$ cat src/rtl/agu_pkg.sv
package agu_pkg;
  typedef enum logic [1:0] {
    MODE_PREL  = 2'b00,
    MODE_BREL  = 2'b01,
    MODE_XREL  = 2'b10,
    MODE_BXREL = 2'b11
  } agu_mode_e;

  typedef enum logic [1:0] {
    ST_IDLE = 2'd0,
    ST_WAIT = 2'd1,
    ST_DATA = 2'd2
  } agu_state_e;
endpackage

$ cat src/rtl/agu_disp_ext.sv
module agu_disp_ext #(
  parameter int DISP_W = 8,
  parameter int ADDR_W = 16
) (
  input  logic [DISP_W-1:0] disp,
  output logic [ADDR_W-1:0] disp_ext
);
  localparam int PAD_W = ADDR_W - DISP_W;

  generate
    if (PAD_W > 0) begin : g_pad
      assign disp_ext = {{PAD_W{disp[DISP_W-1]}}, disp};
    end else begin : g_trim
      assign disp_ext = disp[ADDR_W-1:0];
    end
  endgenerate
endmodule

$ cat src/rtl/agu_ea_calc.sv
module agu_ea_calc
  import agu_pkg::*;
#(
  parameter int DISP_W = 8,
  parameter int ADDR_W = 16
) (
  input  agu_mode_e         mode,
  input  logic [DISP_W-1:0] disp,
  input  logic [ADDR_W-1:0] reg_p,
  input  logic [ADDR_W-1:0] reg_b,
  input  logic [ADDR_W-1:0] reg_x,
  input  logic [ADDR_W-1:0] reg_t,
  output logic [ADDR_W-1:0] ea,
  output logic [ADDR_W-1:0] byte_word,
  output logic              byte_lane
);
  logic [ADDR_W-1:0] disp_ext;
  logic [ADDR_W-1:0] base;
  logic [ADDR_W-1:0] index;
  logic [ADDR_W-1:0] t_half;

  agu_disp_ext #(.DISP_W(DISP_W), .ADDR_W(ADDR_W)) i_ext (
    .disp     (disp),
    .disp_ext (disp_ext)
  );

  always_comb begin
    base  = reg_b;
    index = '0;
    unique case (mode)
      MODE_PREL:  base = reg_p;
      MODE_BREL:  base = reg_b;
      MODE_XREL:  base = reg_x;
      MODE_BXREL: begin
        base  = reg_b;
        index = reg_x;
      end
      default:    base = reg_b;
    endcase
  end

  assign ea        = base + disp_ext + index;
  assign t_half    = {1'b0, reg_t[ADDR_W-1:1]};
  assign byte_word = ea + t_half;
  assign byte_lane = reg_t[0];
endmodule

$ cat src/rtl/agu_lane_unit.sv
module agu_lane_unit #(
  parameter int DATA_W = 16
) (
  input  logic [DATA_W-1:0]   word_in,
  input  logic                lane,
  input  logic [DATA_W/2-1:0] new_byte,
  output logic [DATA_W/2-1:0] byte_out,
  output logic [DATA_W-1:0]   word_merged
);
  localparam int BYTE_W = DATA_W / 2;
  localparam int LANES  = 2;

  logic [BYTE_W-1:0] piece [LANES];

  genvar g;
  generate
    for (g = 0; g < LANES; g++) begin : g_lane
      assign piece[g] = word_in[(LANES-1-g)*BYTE_W +: BYTE_W];
      assign word_merged[(LANES-1-g)*BYTE_W +: BYTE_W] =
        (lane == g[0]) ? new_byte : piece[g];
    end
  endgenerate

  assign byte_out = piece[lane];
endmodule

$ cat src/rtl/agu_rel_index.sv
module agu_rel_index
  import agu_pkg::*;
#(
  parameter int ADDR_W = 16,
  parameter int DISP_W = 8,
  parameter int DATA_W = 16
) (
  input  logic                clk,
  input  logic                rst,
  input  logic                req_valid,
  output logic                req_ready,
  input  logic [1:0]          req_mode,
  input  logic [DISP_W-1:0]   req_disp,
  input  logic                req_byte,
  input  logic                req_write,
  input  logic [DATA_W/2-1:0] req_wbyte,
  input  logic [ADDR_W-1:0]   reg_p,
  input  logic [ADDR_W-1:0]   reg_b,
  input  logic [ADDR_W-1:0]   reg_x,
  input  logic [ADDR_W-1:0]   reg_t,
  output logic                ea_valid,
  output logic [ADDR_W-1:0]   ea_addr,
  output logic                ea_lane,
  output logic                mem_rd,
  output logic                mem_we,
  output logic [ADDR_W-1:0]   mem_addr,
  output logic [DATA_W-1:0]   mem_wdata,
  input  logic [DATA_W-1:0]   mem_rdata,
  output logic                res_valid,
  output logic [DATA_W/2-1:0] res_byte
);
  localparam int BYTE_W = DATA_W / 2;

  agu_state_e        state;
  logic [ADDR_W-1:0] ea_comb;
  logic [ADDR_W-1:0] bw_comb;
  logic              lane_comb;
  logic              op_write;
  logic              op_lane;
  logic [BYTE_W-1:0] op_wbyte;
  logic [BYTE_W-1:0] lane_byte;
  logic [DATA_W-1:0] merged;
  logic              accept;

  agu_ea_calc #(.DISP_W(DISP_W), .ADDR_W(ADDR_W)) i_calc (
    .mode      (agu_mode_e'(req_mode)),
    .disp      (req_disp),
    .reg_p     (reg_p),
    .reg_b     (reg_b),
    .reg_x     (reg_x),
    .reg_t     (reg_t),
    .ea        (ea_comb),
    .byte_word (bw_comb),
    .byte_lane (lane_comb)
  );

  agu_lane_unit #(.DATA_W(DATA_W)) i_lane (
    .word_in     (mem_rdata),
    .lane        (op_lane),
    .new_byte    (op_wbyte),
    .byte_out    (lane_byte),
    .word_merged (merged)
  );

  assign req_ready = (state == ST_IDLE);
  assign accept    = req_valid && req_ready;

  always_ff @(posedge clk) begin
    if (rst) begin
      state     <= ST_IDLE;
      ea_valid  <= 1'b0;
      ea_addr   <= '0;
      ea_lane   <= 1'b0;
      mem_rd    <= 1'b0;
      mem_we    <= 1'b0;
      mem_addr  <= '0;
      mem_wdata <= '0;
      res_valid <= 1'b0;
      res_byte  <= '0;
      op_write  <= 1'b0;
      op_lane   <= 1'b0;
      op_wbyte  <= '0;
    end else begin
      ea_valid  <= accept;
      mem_rd    <= 1'b0;
      mem_we    <= 1'b0;
      res_valid <= 1'b0;
      unique case (state)
        ST_IDLE: begin
          if (accept) begin
            if (req_byte) begin
              ea_addr  <= bw_comb;
              ea_lane  <= lane_comb;
              mem_addr <= bw_comb;
              mem_rd   <= 1'b1;
              op_write <= req_write;
              op_lane  <= lane_comb;
              op_wbyte <= req_wbyte;
              state    <= ST_WAIT;
            end else begin
              ea_addr <= ea_comb;
              ea_lane <= 1'b0;
            end
          end
        end
        ST_WAIT: state <= ST_DATA;
        ST_DATA: begin
          res_valid <= 1'b1;
          res_byte  <= lane_byte;
          if (op_write) begin
            mem_we    <= 1'b1;
            mem_wdata <= merged;
          end
          state <= ST_IDLE;
        end
        default: state <= ST_IDLE;
      endcase
    end
  end

  // address strobe follows acceptance by one cycle
  a_r7_ea_after_accept: assert property (@(posedge clk) disable iff (rst)
    (req_valid && req_ready) |=> ea_valid);
  a_r7_no_ea_without_accept: assert property (@(posedge clk) disable iff (rst)
    !(req_valid && req_ready) |=> !ea_valid);
  // no new request accepted while a word read is outstanding
  a_r7_busy_on_read: assert property (@(posedge clk) disable iff (rst)
    mem_rd |-> !req_ready);
  // the read strobe is a single cycle
  a_r8_rd_pulse: assert property (@(posedge clk) disable iff (rst)
    mem_rd |=> !mem_rd);
  // result two cycles after the read strobe
  a_r10_result_timing: assert property (@(posedge clk) disable iff (rst)
    mem_rd |-> ##2 res_valid);
  // write strobe only with result, at the fetched address
  a_r11_we_with_result: assert property (@(posedge clk) disable iff (rst)
    mem_we |-> (res_valid && $stable(mem_addr)));
  // untouched lane equals the word that was read
  a_r11_keep_lane: assert property (@(posedge clk) disable iff (rst)
    mem_we |-> (op_lane ? (mem_wdata[DATA_W-1 -: BYTE_W] == $past(mem_rdata[DATA_W-1 -: BYTE_W]))
                        : (mem_wdata[BYTE_W-1:0] == $past(mem_rdata[BYTE_W-1:0]))));
endmodule

$ cat config.mk
export PLATFORM = sky130hd
export DESIGN_NAME = agu_rel_index
export DESIGN_NICKNAME = d
export VERILOG_FILES = /design/src/rtl/agu_pkg.sv /design/src/rtl/agu_disp_ext.sv /design/src/rtl/agu_ea_calc.sv /design/src/rtl/agu_lane_unit.sv /design/src/rtl/agu_rel_index.sv
export SDC_FILE = /design/constraint.sdc
export NUM_CORES = 1
export LEC_CHECK = 0
export BUFFER_PORTS_ARGS = -buffer_cell sky130_fd_sc_hd__buf_4
export CAP_MARGIN = 5
export CORE_ASPECT_RATIO = 1.75
export CORE_UTILIZATION = 25
export DETAILED_ROUTE_END_ITERATION = 16
export PLACE_DENSITY = 0.49
export SLEW_MARGIN = 5
export SYNTH_ARGS = -nofsm -noshare
export SYNTH_HDL_FRONTEND = slang
export SYNTH_SLANG_ARGS = --single-unit
$ cat constraint.sdc
create_clock -name clk -period 14 [get_ports clk]
set_input_delay 2.8 -clock clk [delete_from_list [all_inputs] [get_ports clk]]
set_output_delay 2.8 -clock clk [all_outputs]
set_load 0.005 [all_outputs]
Word level (Yosys, flattened, before mapping)
Cells that the tools add are included.
{"block": "op_classes", "n_addsub": 3, "magnitude_cmp": 1, "n_eq_ne": 7, "muxes": 15, "bitwise": 4, "reduce_logical": 10}
{"operator": "16-bit case mux with 3 select lines", "count": 1}
{"operator": "8-bit two-way mux", "count": 5}
{"operator": "16-bit adder", "count": 2}
{"operator": "16-bit two-way mux", "count": 2}
{"operator": "16-bit by 15-bit adder with 16-bit output", "count": 1}
{"operator": "2-bit == test, second input constant", "count": 3}
{"operator": "2-bit AND reduction", "count": 3}
{"operator": "2-bit by 1-bit == test with 1-bit output, second input constant", "count": 2}
{"operator": "2-bit zero test", "count": 2}
{"operator": "1-bit two-way mux", "count": 4}
{"operator": "2-bit two-way mux", "count": 2}
{"operator": "2-bit by 1-bit != test with 1-bit output, second input constant", "count": 2}
{"operator": "2-bit case mux with 2 select lines", "count": 1}
{"operator": "2-bit OR reduction", "count": 2}
{"operator": "1-bit NOT", "count": 3}
{"operator": "3-bit AND reduction", "count": 1}
{"operator": "3-bit OR reduction", "count": 1}
{"operator": "2-bit greater-or-equal comparator, second input constant", "count": 1}
{"operator": "1-bit NOT with 2-bit output", "count": 1}
{"operator": "1-bit logical AND", "count": 1}
{"block": "word_totals", "reg_bits": 73, "out_inout_bits": 62, "wordCells": 53}

Logic depth before layout (Yosys ltp)
Gate-level depths: netlist (run 1).
{"block": "logic_depth", "ltp_word": 7, "mapped_depth": 24}

Hierarchy
Synthesis (run 1) repeated with hierarchy kept, for this count alone.
{"block": "hier_totals", "cells_unflattened": 644, "hier_area_um2": 5431.5}
{"mod": "agu_rel_index", "instances": 1, "cells_per_inst": 313, "area_each_um2": 2782.7, "seq_area_each_um2": 1461.4}
{"mod": "agu_ea_calc", "instances": 1, "cells_per_inst": 288, "area_each_um2": 2132.0, "seq_area_each_um2": 0.0}
{"mod": "agu_lane_unit", "instances": 1, "cells_per_inst": 27, "area_each_um2": 396.6, "seq_area_each_um2": 0.0}
{"mod": "agu_disp_ext", "instances": 1, "cells_per_inst": 16, "area_each_um2": 120.1, "seq_area_each_um2": 0.0}

Worst setup path before layout (run 1)
Ideal clock, no wire load.
{"block": "synth_timing", "path_kind": "input to register", "startpoint": "in req_mode[1]", "endpoint": "reg ea_addr[14]", "setup_time_ns": 0.086, "arrival_time_ns": 7.225, "t_required_ns": 13.914, "setup_slack_ns": 6.689, "stages": 24, "path_buffers": 2, "cell_sequence": "buf_2 buf_1 mux2i_1 nor2_1 a21oi_1 fa_1 inv_1 ha_1 fa_1 a21oi_1 nand4b_4 nand2_1 a21o_1 a21o_1 xnor2_1 inv_1 ha_1 nand4_1 a2111oi_0 a21oi_1 mux2i_1 nand3_1 o21ai_0 a211oi_1"}
{"block": "synth_between", "elab_chain_cells": 7, "word_cells_on_any_way": 11}
{"item": "start: declaration", "line_no": "agu_rel_index.sv:12", "rtl": "input logic [1:0] req_mode,"}
{"item": "2-bit by 1-bit == test with 1-bit output / 2-bit == test (equally long branches)", "line_no": "agu_ea_calc.sv:30", "rtl": "unique case (mode)"}
{"item": "2-bit OR reduction (no source line)"}
{"item": "16-bit case mux with 3 select lines", "line_no": "agu_ea_calc.sv:30"}
{"item": "16-bit adder", "line_no": "agu_ea_calc.sv:42", "rtl": "assign ea = base + disp_ext + index;"}
{"item": "16-bit adder (*)", "line_no": "agu_ea_calc.sv:42"}
{"item": "16-bit by 15-bit adder with 16-bit output", "line_no": "agu_ea_calc.sv:44", "rtl": "assign byte_word = ea + t_half;"}
{"item": "16-bit two-way mux (*)", "line_no": "agu_rel_index.sv:91", "rtl": "if (req_byte) begin"}
{"item": "end signal: assignment", "line_no": "agu_rel_index.sv:92", "rtl": "ea_addr <= bw_comb;"}
{"item": "end signal: assignment", "line_no": "agu_rel_index.sv:101", "rtl": "ea_addr <= ea_comb;"}
{"item": "end: declaration", "line_no": "agu_rel_index.sv:22", "rtl": "output logic [ADDR_W-1:0] ea_addr,"}
Every way passes the cells marked *; elsewhere a longest branch is shown, timed or not.
A chain may end at the register's enable or synchronous reset.

Final worst setup path (run 1)
Same ends and word-level chain as after synthesis.

==> results of run 1 <==
[metrics by stage]
step	total power [mW]	worst slack, ps	utilization
CTS	0.908	6760	0.344
floorplan	0.514	6690	-
detailed placement	0.640	6410	0.326
global placement	0.640	6620	0.326
global route	0.967	6440	0.344
finish	0.896	6810	0.344
[worst reg2reg max path, cell delays in order, from the launching register on]
cell     delay (ps)
dfxtp_1         320
nor2_1          210
and2_1          160
buf_4           270
nand2_1         430
buf_4           350
or4_1           510
nand3_1          70
[cell type report]
cell class	instances	area (um^2)	share of cell area
clock buffers	11	243	0.0358
multi-input cells	483	3370	0.497
flip-flops and latches	73	1460	0.215
repair buffers	168	1260	0.186
inverters	11	41.3	0.00608
clock inverters	5	103	0.0151
well taps	245	307	0.0452
[per-layer routing]
layer  vias to the layer above  wire, um  track usage
li1                       2437         -            -
met1                      2100      5770        0.152
met2                       121      8110        0.278
met3                        12       635       0.0217
met4                         0       190       0.0421
met5                         -         0            0
[worst paths after layout]
path / startpoint / end / slack [ps] / cells past startpoint
min: op_write / op_write / 450 / 2
min reg2reg: op_write / op_write / 450 / 2
max reg2reg: state[1] / mem_addr[15] / 11620 / 7
max: req_mode[1] / ea_addr[14] / 6810 / 23
[cells in the final DEF (no fill, tap or decap), types with 2 or more instances in the layout]
cell type,instances
mux2i_1,48
and3_1,15
nand2_1,76
a2111oi_0,3
and2_1,3
nand3_1,9
a21o_1,13
nand4b_1,2
fa_1,17
nor2_1,69
xnor2_1,13
ha_1,31
a211oi_1,40
dfxtp_1,73
xor2_1,11
buf_4,168
o211ai_1,5
clkbuf_16,9
nor3_1,6
inv_1,11
nand4_1,2
nor2b_1,6
a31oi_1,2
a21oi_1,49
nand3b_1,7
bufinv_16,3
nand2b_1,3
a21oi_2,2
o21ai_0,33
[report_power, final]
group	switching, mW	total (mW)	internal (mW)
sequential	0.0112	0.239	0.228
clock	0.0840	0.263	0.179
combinational	0.220	0.394	0.174
[registers in the layout (all words and copies together), names as in the netlist]
signal and flops:
ea_addr 16, mem_addr 16, mem_wdata 16, op_wbyte 8, res_byte 8, state 2, ea_lane 1, ea_valid 1
mem_rd 1, mem_we 1, op_lane 1, op_write 1, res_valid 1
[cells by family after synthesis]
family,Yosys count,share of synthesized area
buffers and inverters,49,0.0374
and+or+nand+nor,204,0.185
muxes,48,0.0957
DFF,73,0.291
adders and majority gates,48,0.145
xor gates and xnor gates,24,0.0419
AOI/OAI and AO/OA,159,0.204
==> tab_implementation.tex, run 1 <==
\begin{tabular}{lr}
\hline
Metric & Value \\
\hline
\multicolumn{2}{l}{\textbf{STA}} \\
Final hold vios & 0 \\
RSZ-0062 raised after global routing & no \\
Max Fclk & 139 MHz \\
Worst-Margin Slew & 1110 ps \\
Max-Slew Margin vs Limit & 0.262 \\
Setup Viol. Count Final & 0 \\
Hold Slack & 450 ps \\
Period minus WS final & 7190 ps \\
Final number of max-transition violations & 0 \\
Final clock period utilization by the worst path & 0.514 \\
Clock tree skew after final layout & 5.78 ps \\
TNS Setup & 0 ps \\
\multicolumn{2}{l}{\textbf{Worst setup path}} \\
Crit-path most repeated cell & a21oi\_1 \\
Maximum cell stage delay along the critical path & 500 ps \\
Sort of element at the end of the critical path & register \\
WP data required & 14180 ps \\
Gate family responsible for the most delay along the worst path & adder cells \\
Sum of buffers and inverters on the critical path & 3 \\
Max Fanout on Critical Path & 33 \\
Cell breakdown of the critical path & buf\_4 > mux2i\_1 > nor2\_1 > a21oi\_1 > fa\_1 > inv\_1 > ha\_1 > fa\_1 > a21oi\_1 > nand4b\_4 > nand2\_1 > a21o\_1 > a21o\_1 > xnor2\_1 > inv\_1 > ha\_1 > nand4\_1 > a2111oi\_0 > a21oi\_1 > mux2i\_1 > nand3\_1 > o21ai\_0 > a211oi\_1 \\
Arr. time, crit path & 7370 ps \\
Kind of critical path & input port to register \\
Library cell contributing the largest single delay on the critical path & fa\_1 \\
Worst Setup Start Kind & input port \\
\multicolumn{2}{l}{\textbf{Global route}} \\
Wire length of the first global-routing pass & 22.8 mm \\
Number of antenna violations at the first check in global routing & 0 \\
Largest net degree at the start of global routing & 76 \\
Tot GR Track Use & 0.143 \\
Via count of the first global-routing pass & 4482 \\
Total grt overflow & 0 \\
\multicolumn{2}{l}{\textbf{Floorplanning}} \\
Vertical extent of the die & 190 um \\
Number of core rows & 68 \\
Starting density of the core & 0.254 \\
Die width & 109 um \\
Core area & 19700 um\^{}2 \\
Total Die Area & 20700 um\^{}2 \\
IO Pins & 165 \\
\multicolumn{2}{l}{\textbf{Cells and area}} \\
Antenna diode count & 0 \\
Ratio of cells with drive above 1 in the final layout & 0.250 \\
Area added between synthesis and finish & 35.2\% \\
Number of non-filler instances in the completed layout & 996 \\
Filler cell count & 2132 \\
Number of nets in the layout & 897 \\
Post-route standard cell area excluding fillers & 6790 um\^{}2 \\
\multicolumn{2}{l}{\textbf{Synth}} \\
Share of the synthesized area in the top cell type & 0.291 \\
Post-synthesis net count & 756 \\
Syn. warnings & 0 \\
Synth Instances & 605 \\
Mean cell area of the mapped netlist & 8.30 um\^{}2 \\
Yosys top cell by area & dfxtp\_1 \\
Unique masters post-synth & 47 \\
Main area contributors after synthesis & dfxtp\_1, mux2i\_1, ha\_1 \\
Post-synthesis sequential area ratio & 0.291 \\
Top cells by count, synth & nand2\_1, dfxtp\_1, nor2\_1 \\
Async set-or-reset flop fraction in the synthesized netlist & 0 \\
Most used standard cell by instance count after synthesis & nand2\_1 \\
Prevailing post-synth register cell & dfxtp\_1 \\
Mapped Area & 5020 um\^{}2 \\
Number of enable flip-flop cells after synthesis & 0 \\
Number of register bits inferred by synthesis & 73 \\
\multicolumn{2}{l}{\textbf{Hold path}} \\
Classification of the worst-slack hold path & register to register \\
\multicolumn{2}{l}{\textbf{CTS}} \\
Clk pin slew, worst setup/hold paths & 60 ps \\
CTS Buf Count & 9 \\
Number of H-tree branching levels & 3 \\
TritonCTS clock tree & yes \\
Clock root buffer & clkbuf\_16 \\
Insertion delay of the later-clocked pin in the worst-skew pair & 330 ps \\
Number of instances resized during post-cts repair & 0 \\
Number of buffers inserted for hold repair after clock tree synthesis & 0 \\
Setup repair bufs after CTS & 0 \\
Number of sinks driven by the clock tree & 73 \\
Clk buf depth & 2 \\
\multicolumn{2}{l}{\textbf{Detailed routing}} \\
Vias/cell & 4.69 \\
Drc violations & 0 \\
Final Routed Wirelength & 14.7 mm \\
Initial DRT Pass Iterations & 4 \\
DR vias & 4670 \\
WL per Instance & 14.8 um \\
Initial drt markers & 178 \\
Count of nets left with antenna violations after detail routing & 0 \\
\multicolumn{2}{l}{\textbf{Run status}} \\
Result of the run & complete, no violations \\
\multicolumn{2}{l}{\textbf{Power and ir drop}} \\
Ratio of total power to cell area & 132 nW/um\^{}2 \\
Worst VDD drop & 0.0729 mV \\
Static leakage & 3.02 nW \\
\multicolumn{2}{l}{\textbf{Placed design}} \\
Routability-driven placement congestion ratio & 0.828 \\
HPWL after DPL & 11.9 mm \\
PortBufs & 164 \\
Cell count after placement & 980 \\
DP Area & 6440 um\^{}2 \\
\multicolumn{2}{l}{\textbf{Run}} \\
Max capacitance violation total & 0 \\
\hline
\end{tabular}
Power figures use the tool's default switching activity.
==> run 2: changes to the inputs <==
--- a/config.mk
+++ b/config.mk
@@ -10,7 +10,7 @@
 export CORE_ASPECT_RATIO = 1.75
 export CORE_UTILIZATION = 25
 export DETAILED_ROUTE_END_ITERATION = 16
-export PLACE_DENSITY = 0.49
+export PLACE_DENSITY = 0.51
 export SLEW_MARGIN = 5
 export SYNTH_ARGS = -nofsm -noshare
 export SYNTH_HDL_FRONTEND = slang
==> constraint.sdc (replaced) <==
create_clock -name clk -period 6.2 [get_ports clk]
set_input_delay 1.24 -clock clk [delete_from_list [all_inputs] [get_ports clk]]
set_output_delay 1.24 -clock clk [all_outputs]
set_load 0.005 [all_outputs]
==> tab_implementation.tex, run 2 (synthesis gave the netlist of run 1 again) <==
\begin{tabular}{lr}
\hline
Metric & Value \\
\hline
\multicolumn{2}{l}{\textbf{Global route}} \\
Total grt overflow & 0 (unchanged) \\
Tot GR Track Use & 0.148 (+0.00481) \\
Number of antenna violations at the first check in global routing & 0 (unchanged) \\
Wire length of the first global-routing pass & 23.3 mm (+2.3\%) \\
Largest net degree at the start of global routing & 76 (unchanged) \\
Via count of the first global-routing pass & 4593 (+2.5\%) \\
\multicolumn{2}{l}{\textbf{Cells and area}} \\
Ratio of cells with drive above 1 in the final layout & 0.249 (-0.00133) \\
Biggest registers after layout & ea\_addr: 16 flops, mem\_addr: 16 flops, mem\_wdata: 16 flops \\
Commonest cells after routing, fill and taps aside & buf\_4, nand2\_1, dfxtp\_1, nor2\_1, a21oi\_1 \\
Number of non-filler instances in the completed layout & 996 (unchanged) \\
Antenna diode count & 0 (unchanged) \\
Area of combinational cells with multiple inputs & 3370 um\^{}2 (unchanged) \\
Register cell area after layout & 1460 um\^{}2 (unchanged) \\
Leading cell type in the layout, fill and taps excluded & buf\_4 \\
Filler cell count & 2169 (+1.7\%) \\
Number of nets in the layout & 897 (unchanged) \\
Area added between synthesis and finish & 33.8\% \\
\multicolumn{2}{l}{\textbf{Detailed routing}} \\
Final Routed Wirelength & 15.2 mm (+3.4\%) \\
Vias/cell & 4.72 (+0.62\%) \\
Initial drt markers & 176 (-1.1\%) \\
Count of nets left with antenna violations after detail routing & 0 (unchanged) \\
DR vias & 4699 (+0.62\%) \\
Drc violations & 0 (unchanged) \\
WL per Instance & 15.3 um (+3.4\%) \\
Initial DRT Pass Iterations & 5 (+1) \\
\multicolumn{2}{l}{\textbf{STA}} \\
TNS Setup & 0 ps (unchanged) \\
Final hold vios & 0 (unchanged) \\
Max-Slew Margin vs Limit & 0.246 (-0.0169) \\
Max Fclk & 185 MHz \\
Final clock period utilization by the worst path & 0.869 \\
Hold Slack & 445 ps (-5.74 ps) \\
Final worst-path setup slack & 809 ps (-6000 ps) \\
Final number of max-transition violations & 0 (unchanged) \\
RSZ-0062 raised after global routing & no \\
Clock tree skew after final layout & 5.15 ps (-0.630 ps) \\
Worst-Margin Slew & 1130 ps (+25.4 ps) \\
Setup Viol. Count Final & 0 (unchanged) \\
Period minus WS final & 5390 ps \\
\multicolumn{2}{l}{\textbf{Floorplanning}} \\
IO Pins & 165 (unchanged) \\
Total Die Area & 20700 um\^{}2 (unchanged) \\
Core area & 19700 um\^{}2 (unchanged) \\
Number of core rows & 68 (unchanged) \\
Die width & 109 um (unchanged) \\
Starting density of the core & 0.254 (unchanged) \\
Vertical extent of the die & 190 um (unchanged) \\
\multicolumn{2}{l}{\textbf{CTS}} \\
Clock root buffer & clkbuf\_16 \\
TritonCTS clock tree & yes \\
Setup repair bufs after CTS & 0 (unchanged) \\
Number of buffers inserted for hold repair after clock tree synthesis & 0 (unchanged) \\
Number of H-tree branching levels & 3 (unchanged) \\
Clk buf depth & 2 (unchanged) \\
Number of instances resized during post-cts repair & 0 (unchanged) \\
Clk pin slew, worst setup/hold paths & 60 ps (about the same) \\
Number of sinks driven by the clock tree & 73 (unchanged) \\
Insertion delay of the later-clocked pin in the worst-skew pair & 330 ps (about the same) \\
CTS Buf Count & 9 (unchanged) \\
\multicolumn{2}{l}{\textbf{Power and ir drop}} \\
Post-layout power & 1.92 mW (+110\%) \\
Ratio of total power to cell area & 286 nW/um\^{}2 (+120\%) \\
Worst VDD drop & 0.163 mV (+120\%) \\
Static leakage & 3.00 nW (-0.86\%) \\
\multicolumn{2}{l}{\textbf{Worst setup path}} \\
Max Fanout on Critical Path & 16 (-52\%) \\
Sort of element at the end of the critical path & register \\
Worst Setup Start Kind & input port \\
WP data required & 6370 ps (-7810 ps) \\
Arr. time, crit path & 5560 ps (-1810 ps) \\
Kind of critical path & input port to register \\
\multicolumn{2}{l}{\textbf{Placed design}} \\
Routability-driven placement congestion ratio & 0.847 (+2.3\%) \\
HPWL after DPL & 12.2 mm (+2.6\%) \\
Worst setup timing slack at the placement stage & 428 ps (-5980 ps) \\
PortBufs & 164 (unchanged) \\
Cell count after placement & 980 (unchanged) \\
\multicolumn{2}{l}{\textbf{Hold path}} \\
Classification of the worst-slack hold path & register to register \\
\multicolumn{2}{l}{\textbf{Run status}} \\
Result of the run & complete, no violations \\
\multicolumn{2}{l}{\textbf{Run}} \\
Max capacitance violation total & 0 (unchanged) \\
\hline
\end{tabular}
run 2: cell count changes in the layout (fill, tap and decap cells not counted), sizes merged:
| cell | delta |
|---|---|
| clkinvlp | -1 |
| bufinv | -3 |
| clkbuf | +2 |
| clkinv | +2 |
run 2: report_power, final:
group / internal, mW / total [mW] / switching (mW)
registers: 0.514 / 0.541 / 0.0263
logic: 0.394 / 0.897 / 0.503
clock network: 0.291 / 0.483 / 0.192
total: 1.20 / 1.92 / 0.721
run 2: metrics by stage:
step / instance area (um^2) / util
after CTS: 6720 / 0.340
after floorplan: 5020 / -
final: 6720 / 0.340
after global placement: 6440 / 0.326
after global routing: 6720 / 0.340
after detailed placement: 6440 / 0.326
run 2: worst paths after layout:
check / start / to / slack, ps / cells after the start
max: req_mode[1] / ea_addr[14] / 810 / 23
min: state[1] / state[1] / 440 / 1
max reg2reg: state[1] / mem_addr[15] / 3160 / 5
min reg2reg: state[1] / state[1] / 440 / 1
run 2: critical path: stages:
cell       delay, ps
buf_4            180
mux2i_1          140
nor2_1            90
a21oi_1           60
fa_1             490
inv_1             40
ha_1             220
fa_1             410
a21oi_1          200
nand4b_4         190
nand2_1          110
a21o_1           200
a21o_1           180
xnor2_1          210
inv_1             70
ha_1             360
nand4_1          120
a2111oi_0        410
a21oi_1          180
mux2i_1          210
nand3_1           90
o21ai_0           90
a211oi_1          80
run 2: area by class of cell:
cell class                 count  area share
sequential                    73       0.218
clock buffer                  13      0.0387
multi-input combinational    483       0.502
tap                          245      0.0456
inverter                      11     0.00615
timing repair buffer         168       0.188
clock inverter                 3     0.00223
run 2: metal layers:
metal	up-vias	share of wire	track usage
met1	2100	0.40	0.156
met5	-	0	0
met2	142	0.53	0.281
met3	23	0.047	0.0213
li1	2434	-	-
met4	0	0.025	0.0603
